### src/rtl/temp_alert_pkg.sv
package temp_alert_pkg;

    typedef enum logic [1:0] {
        CH_A_QUIET  = 2'd0,
        CH_A_RAISED = 2'd1,
        CH_T_BELOW  = 2'd2,
        CH_T_ABOVE  = 2'd3
    } ch_state_e;

    localparam int CFG_W = 8;

    // channel 0 uses bits 7/6, channel 1 uses bits 3/2
    function automatic int pol_bit(input int ch);
        return 7 - 4 * ch;
    endfunction

    function automatic int mode_bit(input int ch);
        return 6 - 4 * ch;
    endfunction

endpackage

### src/rtl/alert_cfg_reg.sv
module alert_cfg_reg
    import temp_alert_pkg::*;
#(
    parameter int               NCH     = 2,
    parameter logic [CFG_W-1:0] CFG_RST = '0
) (
    input  logic             clk,
    input  logic             rst_n,
    input  logic             cfg_wr,
    input  logic [CFG_W-1:0] cfg_wdata,
    output logic [CFG_W-1:0] cfg_q,
    output logic [NCH-1:0]   pol_q,
    output logic [NCH-1:0]   mode_chg,
    output logic [NCH-1:0]   mode_new
);

    always_ff @(posedge clk) begin
        if (!rst_n) begin
            cfg_q <= CFG_RST;
        end else if (cfg_wr) begin
            cfg_q <= cfg_wdata;
        end
    end

    for (genvar ch = 0; ch < NCH; ch++) begin : g_fields
        localparam int PB = pol_bit(ch);
        localparam int MB = mode_bit(ch);
        assign pol_q[ch]    = cfg_q[PB];
        assign mode_new[ch] = cfg_wdata[MB];
        assign mode_chg[ch] = cfg_wr && (cfg_wdata[MB] != cfg_q[MB]);
    end

endmodule

### src/rtl/alert_limit_regs.sv
module alert_limit_regs #(
    parameter int            NCH    = 2,
    parameter int            TW     = 16,
    parameter logic [TW-1:0] HI_RST = 16'h1900,
    parameter logic [TW-1:0] LO_RST = 16'h0A00
) (
    input  logic                    clk,
    input  logic                    rst_n,
    input  logic [NCH-1:0]          lim_wr_hi,
    input  logic [NCH-1:0]          lim_wr_lo,
    input  logic [TW-1:0]           lim_wdata,
    output logic [NCH-1:0][TW-1:0]  hi_q,
    output logic [NCH-1:0][TW-1:0]  lo_q
);

    for (genvar ch = 0; ch < NCH; ch++) begin : g_lim
        always_ff @(posedge clk) begin
            if (!rst_n) begin
                hi_q[ch] <= HI_RST;
                lo_q[ch] <= LO_RST;
            end else begin
                if (lim_wr_hi[ch]) hi_q[ch] <= lim_wdata;
                if (lim_wr_lo[ch]) lo_q[ch] <= lim_wdata;
            end
        end
    end

endmodule

### src/rtl/alert_channel.sv
module alert_channel
    import temp_alert_pkg::*;
#(
    parameter int TW       = 16,
    parameter int DROP     = 2,
    parameter bit MODE_RST = 1'b0
) (
    input  logic          clk,
    input  logic          rst_n,
    input  logic          conv_done,
    input  logic [TW-1:0] temp,
    input  logic [TW-1:0] lim_hi,
    input  logic [TW-1:0] lim_lo,
    input  logic          cfg_rd,
    input  logic          gclr,
    input  logic          mode_chg,
    input  logic          mode_new,
    output logic          active,
    output logic          flag_hi,
    output logic          flag_lo
);

    localparam logic [TW-1:0] RES_MASK = ~TW'((1 << DROP) - 1);
    localparam ch_state_e     ST_RST   = MODE_RST ? CH_T_BELOW : CH_A_QUIET;

    logic signed [TW-1:0] t_s, hi_s, lo_s;
    logic                 over_hi, under_lo, clr_any, in_alert;
    ch_state_e            st_q, st_n;
    logic                 fh_q, fh_n, fl_q, fl_n;

    assign t_s      = $signed(temp & RES_MASK);
    assign hi_s     = $signed(lim_hi & RES_MASK);
    assign lo_s     = $signed(lim_lo & RES_MASK);
    assign over_hi  = conv_done && (t_s > hi_s);
    assign under_lo = conv_done && (t_s < lo_s);
    assign clr_any  = cfg_rd || gclr;
    assign in_alert = (st_q == CH_A_QUIET) || (st_q == CH_A_RAISED);

    // next state
    always_comb begin
        st_n = st_q;
        if (mode_chg) begin
            st_n = mode_new ? CH_T_BELOW : CH_A_QUIET;
        end else begin
            unique case (st_q)
                CH_A_QUIET:  if (over_hi || under_lo) st_n = CH_A_RAISED;
                CH_A_RAISED: if (!(over_hi || under_lo) && clr_any) st_n = CH_A_QUIET;
                CH_T_BELOW:  if (over_hi) st_n = CH_T_ABOVE;
                CH_T_ABOVE:  if (under_lo) st_n = CH_T_BELOW;
                default:     st_n = ST_RST;
            endcase
        end
    end

    // window-mode flag latches
    always_comb begin
        fh_n = 1'b0;
        fl_n = 1'b0;
        if (!mode_chg && in_alert) begin
            fh_n = (fh_q && !cfg_rd) || over_hi;
            fl_n = (fl_q && !cfg_rd) || under_lo;
        end
    end

    always_ff @(posedge clk) begin
        if (!rst_n) st_q <= ST_RST;
        else        st_q <= st_n;
    end

    always_ff @(posedge clk) begin
        if (!rst_n) begin
            fh_q <= 1'b0;
            fl_q <= 1'b0;
        end else begin
            fh_q <= fh_n;
            fl_q <= fl_n;
        end
    end

    assign active  = (st_q == CH_A_RAISED) || (st_q == CH_T_ABOVE);
    assign flag_hi = in_alert ? fh_q : (st_q == CH_T_ABOVE);
    assign flag_lo = in_alert ? fl_q : 1'b0;

    AST_QUIET_HOLDS: assert property (@(posedge clk) disable iff (!rst_n)
        (!conv_done && !clr_any && !mode_chg) |=> ($stable(st_q) && $stable(fh_q) && $stable(fl_q)));

    AST_WINDOW_TRIP: assert property (@(posedge clk) disable iff (!rst_n)
        (in_alert && over_hi && !mode_chg) |=> (fh_q && st_q == CH_A_RAISED));

    AST_GCLR_KEEPS_FLAGS: assert property (@(posedge clk) disable iff (!rst_n)
        (st_q == CH_A_RAISED && gclr && !cfg_rd && !conv_done && !mode_chg)
        |=> (st_q == CH_A_QUIET && $stable(fh_q) && $stable(fl_q)));

    AST_HOT_IGNORES_CLEAR: assert property (@(posedge clk) disable iff (!rst_n)
        (st_q == CH_T_ABOVE && !conv_done && !mode_chg) |=> (st_q == CH_T_ABOVE));

    AST_COOL_HOLDS: assert property (@(posedge clk) disable iff (!rst_n)
        (st_q == CH_T_BELOW && !over_hi && !mode_chg) |=> (st_q == CH_T_BELOW));

    AST_MODE_RESETS: assert property (@(posedge clk) disable iff (!rst_n)
        mode_chg |=> (!fh_q && !fl_q && !active));

endmodule

### src/rtl/alert_pin_drive.sv
module alert_pin_drive #(
    parameter int NCH = 2
) (
    input  logic [NCH-1:0] active,
    input  logic [NCH-1:0] pol,
    output logic [NCH-1:0] pin
);

    for (genvar ch = 0; ch < NCH; ch++) begin : g_pin
        assign pin[ch] = active[ch] ^ ~pol[ch];
    end

endmodule

### src/rtl/dual_temp_alert.sv
module dual_temp_alert
    import temp_alert_pkg::*;
#(
    parameter int               TW      = 16,
    parameter int               DROP    = 2,
    parameter logic [TW-1:0]    HI_RST  = 16'h1900,
    parameter logic [TW-1:0]    LO_RST  = 16'h0A00,
    parameter logic [CFG_W-1:0] CFG_RST = 8'h00
) (
    input  logic             clk,
    input  logic             rst_n,
    input  logic             conv_done,
    input  logic [TW-1:0]    temp_result,
    input  logic             cfg_wr,
    input  logic [CFG_W-1:0] cfg_wdata,
    input  logic             cfg_rd,
    input  logic [1:0]       gclr,
    input  logic [1:0]       lim_wr_hi,
    input  logic [1:0]       lim_wr_lo,
    input  logic [TW-1:0]    lim_wdata,
    output logic [CFG_W-1:0] cfg_q,
    output logic [1:0]       alert_pin,
    output logic [1:0]       flag_hi,
    output logic [1:0]       flag_lo
);

    localparam int NCH = 2;

    logic [NCH-1:0]         pol_q, mode_chg, mode_new, active;
    logic [NCH-1:0][TW-1:0] hi_q, lo_q;

    alert_cfg_reg #(.NCH(NCH), .CFG_RST(CFG_RST)) i_cfg (
        .clk(clk), .rst_n(rst_n), .cfg_wr(cfg_wr), .cfg_wdata(cfg_wdata),
        .cfg_q(cfg_q), .pol_q(pol_q), .mode_chg(mode_chg), .mode_new(mode_new)
    );

    alert_limit_regs #(.NCH(NCH), .TW(TW), .HI_RST(HI_RST), .LO_RST(LO_RST)) i_lim (
        .clk(clk), .rst_n(rst_n), .lim_wr_hi(lim_wr_hi), .lim_wr_lo(lim_wr_lo),
        .lim_wdata(lim_wdata), .hi_q(hi_q), .lo_q(lo_q)
    );

    for (genvar ch = 0; ch < NCH; ch++) begin : g_ch
        localparam int MB = mode_bit(ch);
        alert_channel #(.TW(TW), .DROP(DROP), .MODE_RST(CFG_RST[MB])) i_chan (
            .clk(clk), .rst_n(rst_n), .conv_done(conv_done), .temp(temp_result),
            .lim_hi(hi_q[ch]), .lim_lo(lo_q[ch]), .cfg_rd(cfg_rd), .gclr(gclr[ch]),
            .mode_chg(mode_chg[ch]), .mode_new(mode_new[ch]),
            .active(active[ch]), .flag_hi(flag_hi[ch]), .flag_lo(flag_lo[ch])
        );
    end

    alert_pin_drive #(.NCH(NCH)) i_pin (
        .active(active), .pol(pol_q), .pin(alert_pin)
    );

endmodule

### config.mk
export PLATFORM = sky130hd
export DESIGN_NAME = dual_temp_alert
export DESIGN_NICKNAME = d
export VERILOG_FILES = /design/src/rtl/temp_alert_pkg.sv /design/src/rtl/alert_cfg_reg.sv /design/src/rtl/alert_limit_regs.sv /design/src/rtl/alert_channel.sv /design/src/rtl/alert_pin_drive.sv /design/src/rtl/dual_temp_alert.sv
export SDC_FILE = /design/constraint.sdc
export NUM_CORES = 1
export LEC_CHECK = 0
export BUFFER_PORTS_ARGS = -buffer_cell sky130_fd_sc_hd__buf_2
export CAP_MARGIN = 30
export CORE_MARGIN = 2
export CORE_UTILIZATION = 62
export DETAILED_ROUTE_END_ITERATION = 7
export PLACE_DENSITY = 0.85
export SYNTH_ARGS = -nofsm -noshare
export SYNTH_HDL_FRONTEND = slang
export SYNTH_SLANG_ARGS = --single-unit
### constraint.sdc
create_clock -name clk -period 5.7 [get_ports clk]
set_input_delay 0 -clock clk [delete_from_list [all_inputs] [get_ports clk]]
set_output_delay 0 -clock clk [all_outputs]
set_load 0.02 [all_outputs]
## Yosys cells after proc, flatten, opt, wreduce, memory -nomap -nowiden

Index checks and enable logic that the tools add are counted.

- $lt $le $gt $ge: 4
- Eq/ne operators: 16
- Muxes and demuxes: 18
- Bitwise gates (word level): 4
- Reduce and logical (&&, ||, !) cells: 37

Operators with widths:

| cell | number |
|---|---|
| 16-bit > comparator | 2 |
| 16-bit less-than comparator | 2 |
| 2-bit 2-to-1 mux | 12 |
| 3-bit by 1-bit != test with 1-bit output (second input constant) | 6 |
| 2-bit one-hot mux with 4 select lines | 2 |
| 1-bit logical AND | 14 |
| 1-bit logical OR | 12 |
| 2-bit equality test (second input constant) | 4 |
| 4-bit AND reduction | 2 |
| 3-bit by 2-bit != test with 1-bit output (second input constant) | 2 |
| 1-bit logical NOT | 5 |
| 2-bit by 1-bit equality test with 1-bit output (second input constant) | 2 |
| 2-bit logical NOT | 2 |
| 1-bit 2-to-1 mux | 4 |
| 2-bit AND reduction | 2 |
| 1-bit != test | 2 |
| 1-bit NOT | 2 |
| 1-bit bitwise XOR | 2 |

- Bits in registers: 80
- Input port bits: 51
- Output and inout bits: 14
- Logic and storage cells: 90

## Logic depth before layout (Yosys ltp)

- Depth after elaboration: 8
- Mapped depth: 9
- Mapped depth without buffers: 9

## Modules after synthesis

Synthesis repeated with hierarchy kept, for this count alone.

- Cells, all modules: 487
- Area, all modules: 4764.6 um^2

By module, submodules not included:

| module | times used | cells an instance | area each (um^2) |
|---|---|---|---|
| alert_limit_regs | 1 | 207 | 2452.4 |
| alert_channel (g_ch[0].i_chan) | 1 | 124 | 996.0 |
| alert_channel (g_ch[1].i_chan) | 1 | 121 | 934.6 |
| alert_cfg_reg | 1 | 33 | 364.1 |
| alert_pin_drive | 1 | 2 | 17.5 |

## Least setup slack after synthesis

No wires, ideal clock.

- Path type: reg2reg
- Start point: register i_lim.lo_q[29] (netlist name)
- End point: register g_ch[1].i_chan.st_q[0]
- Setup time: 79 ps
- Data arrival time: 2063 ps
- Data required time: 5621 ps
- Slack: 3558 ps
- Stages on the path, launching flop included: 10
- Path buffers: 0
- Period minus slack after synthesis: 2142 ps
- Cell sequence: dfxtp_1 > inv_1 > ha_1 > a211oi_2 > nor2_1 > a211o_1 > a311oi_2 > mux2i_1 > and3b_2 > a211oi_2

- Longest elaborated chain between the ends: 7
- Elaborated cells on any way between the ends: 9
- Classes of those cells: 1 x order compare; 3 x eq/ne; 5 x reduce/logical

RTL lines:

| what | RTL line | source |
|---|---|---|
| start, declared | alert_limit_regs.sv:13 | `output logic [NCH-1:0][TW-1:0] lo_q` |
| start signal, assigned by index | alert_limit_regs.sv:23 | `if (lim_wr_lo[ch]) lo_q[ch] <= lim_wdata;` |
| 16-bit less-than comparator * | alert_channel.sv:35 | `assign under_lo = conv_done && (t_s < lo_s);` |
| 1-bit logical AND * | alert_channel.sv:35 |  |
| 1-bit logical OR | alert_channel.sv:46, alert_channel.sv:47 |  |
| 1-bit logical NOT | alert_channel.sv:47 | `CH_A_RAISED: if (!(over_hi \|\| under_lo) && clr_any) st_n = CH_A_QUIET;` |
| 1-bit logical AND | alert_channel.sv:47 |  |
| 3-bit by 1-bit != test with 1-bit output (no line) | -- |  |
| 4-bit AND reduction (no line) * | -- |  |
| end signal, assigned | alert_channel.sv:67 | `else st_q <= st_n;` |
| end, declared | alert_channel.sv:28 | `ch_state_e st_q, st_n;` |

Mark *: on every way between the ends. The rest lies on a longest branch, timed or not.
A chain may end at the register's enable or synchronous reset.

## Worst setup path in the final report

- Start point: register i_lim.lo_q[31] (netlist name)
- End point: register g_ch[1].i_chan.st_q[0]

The elaborated chain is that of the path after synthesis.

==> out/qor.yml <==
leakagePower_nw: 2.32
cts_resized: 0
drt-total-wl_um: 9180
final_net_count: 635
area_growth_pct: 17.4
core_area_um2: 6680
critPathMaxStageDelay_ns: 0.37
gp_routability_congestion: 0.879
synth_xor_area_share_pct: 0.834
p_seq_share_pct: 46.2
grt_first_pass_wirelength_um: 15600
syn_nets: 561
htreeDepth: 3
cp_num_buf_inv: 1
power.density_nw_per_um2: 244
yosys.area_share.simple_pct: 15.7
worst-path-max-fanout: 4
hold_ws_ns: 0.104
cts_buffers: 9
root_buffer: "clkbuf_8"
hold_viol_final: 0
crit_path_cell_trace: "inv_1 > ha_1 > nand4_1 > nor2_1 > a211o_1 > a311oi_2 > mux2i_1 > and3b_2 > a211oi_2"
drive_gt1_share_pct: 16.6
cts_max_path_buffers: 2
criticalPathCategory: "reg -> reg"
dpl.hpwl_um: 6430
yosysSeqAreaShare_pct: 34.3
synth_area_per_cell_um2: 9.21
synth_fa_ha_area_share_pct: 16.1
cts_tree: "yes"
synth.cell_area_um2: 4200
vias: 3343
drt-initial-drc-count: 101
clock-sinks: 72
async_flop_share_pct: 0
p_int_w: 0.000824
dr.pass1.iters: 4
antenna_left: 0
report.final.slew_viol_count: 0
startpoint_type: "flop"
synth_edf_count: 0
p_clk_share_pct: 32.5
clk_pin_slew_ns: 0.08
switching_share_pct: 31.5
row_count: 30
yosys.cell_types.count: 43
yosys_warnings: 0
synth-seq-cells: 72
avgRoutedWirePerCell_um: 14.9
critPathSlowestCell: "mux2i_1"
switching_power_w: 0.000379
antenna_found_initial: 0
synth_top_family_by_area: "adder cells"
synthTopCellsByArea: "dfxtp_1, ha_1, mux2i_1"
cp-end-kind: "flop"
grt_overflow: 0
die_y_um: 86.3
initial_core_util_pct: 62.9
grt_pass1_vias: 3432
clock.fmax_mhz: 408
hold_path_class: "in -> reg"
n_fill_cell: 480
synth-compound-area-share_pct: 11.1
drc: 0
max_slew.worst_pin.slew_ns: 0.986
synth_cells: 456
arrival_ns: 2.73
dieArea_um2: 7450
rsz0062_at_grt: "no"
synth_ff_type: "dfxtp_1"
clk_latency_ns: 0.36
cp.required_ns: 5.98
die_w_um: 86.3
power_frac_comb_pct: 21.4
path_delay_family: "compound AO/OA/AOI/OAI gates"
synth_top_area_share_pct: 34.3
muxShareOfSynthArea_pct: 14.5
finalCriticalPeriod_ns: 2.45
grtUsageTotal_pct: 26.3
ios: 65
outcome: "finished, final reports clean"
fin_crit_sh_pct: 43.1
fin_skew_ns: 0.00784
slew_headroom_pct: 34.3
cap_violations: 0
synth_area_leader_cell: "dfxtp_1"
n_antenna_cell: 0
port_buffers: 60
vias_per_cell: 5.44
grt_start_max_net_pins: 69
setup_viol: 0
vdd_drop_max_uv: 208
tns_ns: 0
[sequential cells by signal, summed over array words and instances, names as in the netlist]
name / cells
i_lim.hi_q: 28
i_lim.lo_q: 28
g_ch.i_chan.fl_q: 2
i_cfg.cfg_q: 8
g_ch.i_chan.st_q: 4
g_ch.i_chan.fh_q: 2
[metal layers]
layer / vias up / share of wire, % / track usage, %
met2: 78 / 49 / 44.0
met5: - / 0 / 0
met3: 16 / 4.3 / 7.43
met4: 0 / 1.8 / 9.23
li1: 1702 / - / -
met1: 1547 / 45 / 32.3
[layout by cell type, fill, tap and decap left out, types with 2 or more instances in the layout]
cell type,instances
dfxtp_1,72
buf_2,60
inv_1,59
nor2b_1,56
mux2i_1,55
ha_1,54
nand2_1,26
dlygate4sd3_1,23
a21oi_1,21
o21ai_0,14
o211ai_1,11
nor2_1,9
clkbuf_8,9
nand4_1,7
nand2b_1,6
nand3_1,5
mux2_2,4
xnor2_1,4
a21o_1,3
a211oi_2,3
clkinv_4,3
nand3b_1,2
a211oi_1,2
a31oi_1,2
and2_1,2
inv_8,2
[final timing paths]
path / from / to / slack [ns] / cells past startpoint
worst min register to register: g_ch[1].i_chan.fh_q$_SDFF_PN0_ / g_ch[1].i_chan.fh_q$_SDFF_PN0_ / 0.49 / 2
worst max register to register: i_lim.lo_q[31]$_SDFFE_PN0P_ / g_ch[1].i_chan.st_q[0]$_SDFFE_PN0P_ / 3.25 / 9
worst max-delay path: i_lim.lo_q[31]$_SDFFE_PN0P_ / g_ch[1].i_chan.st_q[0]$_SDFFE_PN0P_ / 3.25 / 9
worst min-delay path: conv_done / g_ch[0].i_chan.fh_q$_SDFF_PN0_ / 0.10 / 4
[stage by stage]
stage	std cells	setup WS [ns]	instance area (µm²)	util, %	power (W)
final	615	3.25	4930	73.8	0.00120
after global routing	615	3.15	4930	73.8	0.00126
after floorplan	456	3.56	4200	-	0.000734
after global placement	576	3.33	4510	67.5	0.000795
after detailed placement	576	3.30	4510	67.5	0.000807
after CTS	615	3.27	4930	73.8	0.00121
[cell type report]
class,instances,area (µm²),share of cell area [%]
well taps,80,100,2.03
clock buffers,9,124,2.51
flip-flops and latches,72,1440,29.2
multi-input cells,305,2450,49.7
clock inverters,7,65.1,1.32
inverters,59,221,4.49
repair buffers,83,531,10.8
[cells by family (layout without fill, tap and decap cells)]
kind of cell | count (synthesis) | in the layout
compound gates | 68 | 68
xor+xnor | 4 | 4
fa+ha+maj | 54 | 54
buf+inv | 79 | 158
flops | 72 | 72
mux | 60 | 60
simple gates | 119 | 119
[power by group through the flow]
stage | combinational, W | sequential [W] | clock (W)
2_1_floorplan | 0.000169 | 0.000565 | 0
3_3_place_gp | 0.000231 | 0.000564 | 0
3_5_place_dp | 0.000241 | 0.000566 | 0
4_1_cts | 0.000256 | 0.000555 | 0.000398
5_1_grt | 0.000289 | 0.000559 | 0.000416
6_report | 0.000257 | 0.000555 | 0.000391
[worst reg2reg max path, cell delays in order, from the launching register on]
cell,delay (ns)
dfxtp_1,0.34
inv_1,0.05
ha_1,0.32
nand4_1,0.18
nor2_1,0.09
a211o_1,0.30
a311oi_2,0.30
mux2i_1,0.37
and3b_2,0.26
a211oi_2,0.17
[cells in the mapped netlist (all sizes together) (2+ instances only)]
library cell and n:
a211oi 5, xnor2 4, mux2i 55, nor2b 56
a21o 3, buf 6, o211ai 11, a21oi 21
nand3b 2, nand4 7, o41ai 2, mux2 5
ha 54, nand2 26, clkbuf 14, and2 2
o21ai 14, nor2 9, a31oi 2, nand2b 6
dfxtp 72, inv 59, nand3 5
[repair_timing]
item	CTS	global route
buffers inserted	0	0
hold buffers	23	0
endpoints found under the hold margin	63	0
Note: power is estimated with default switching activity, not from simulation.
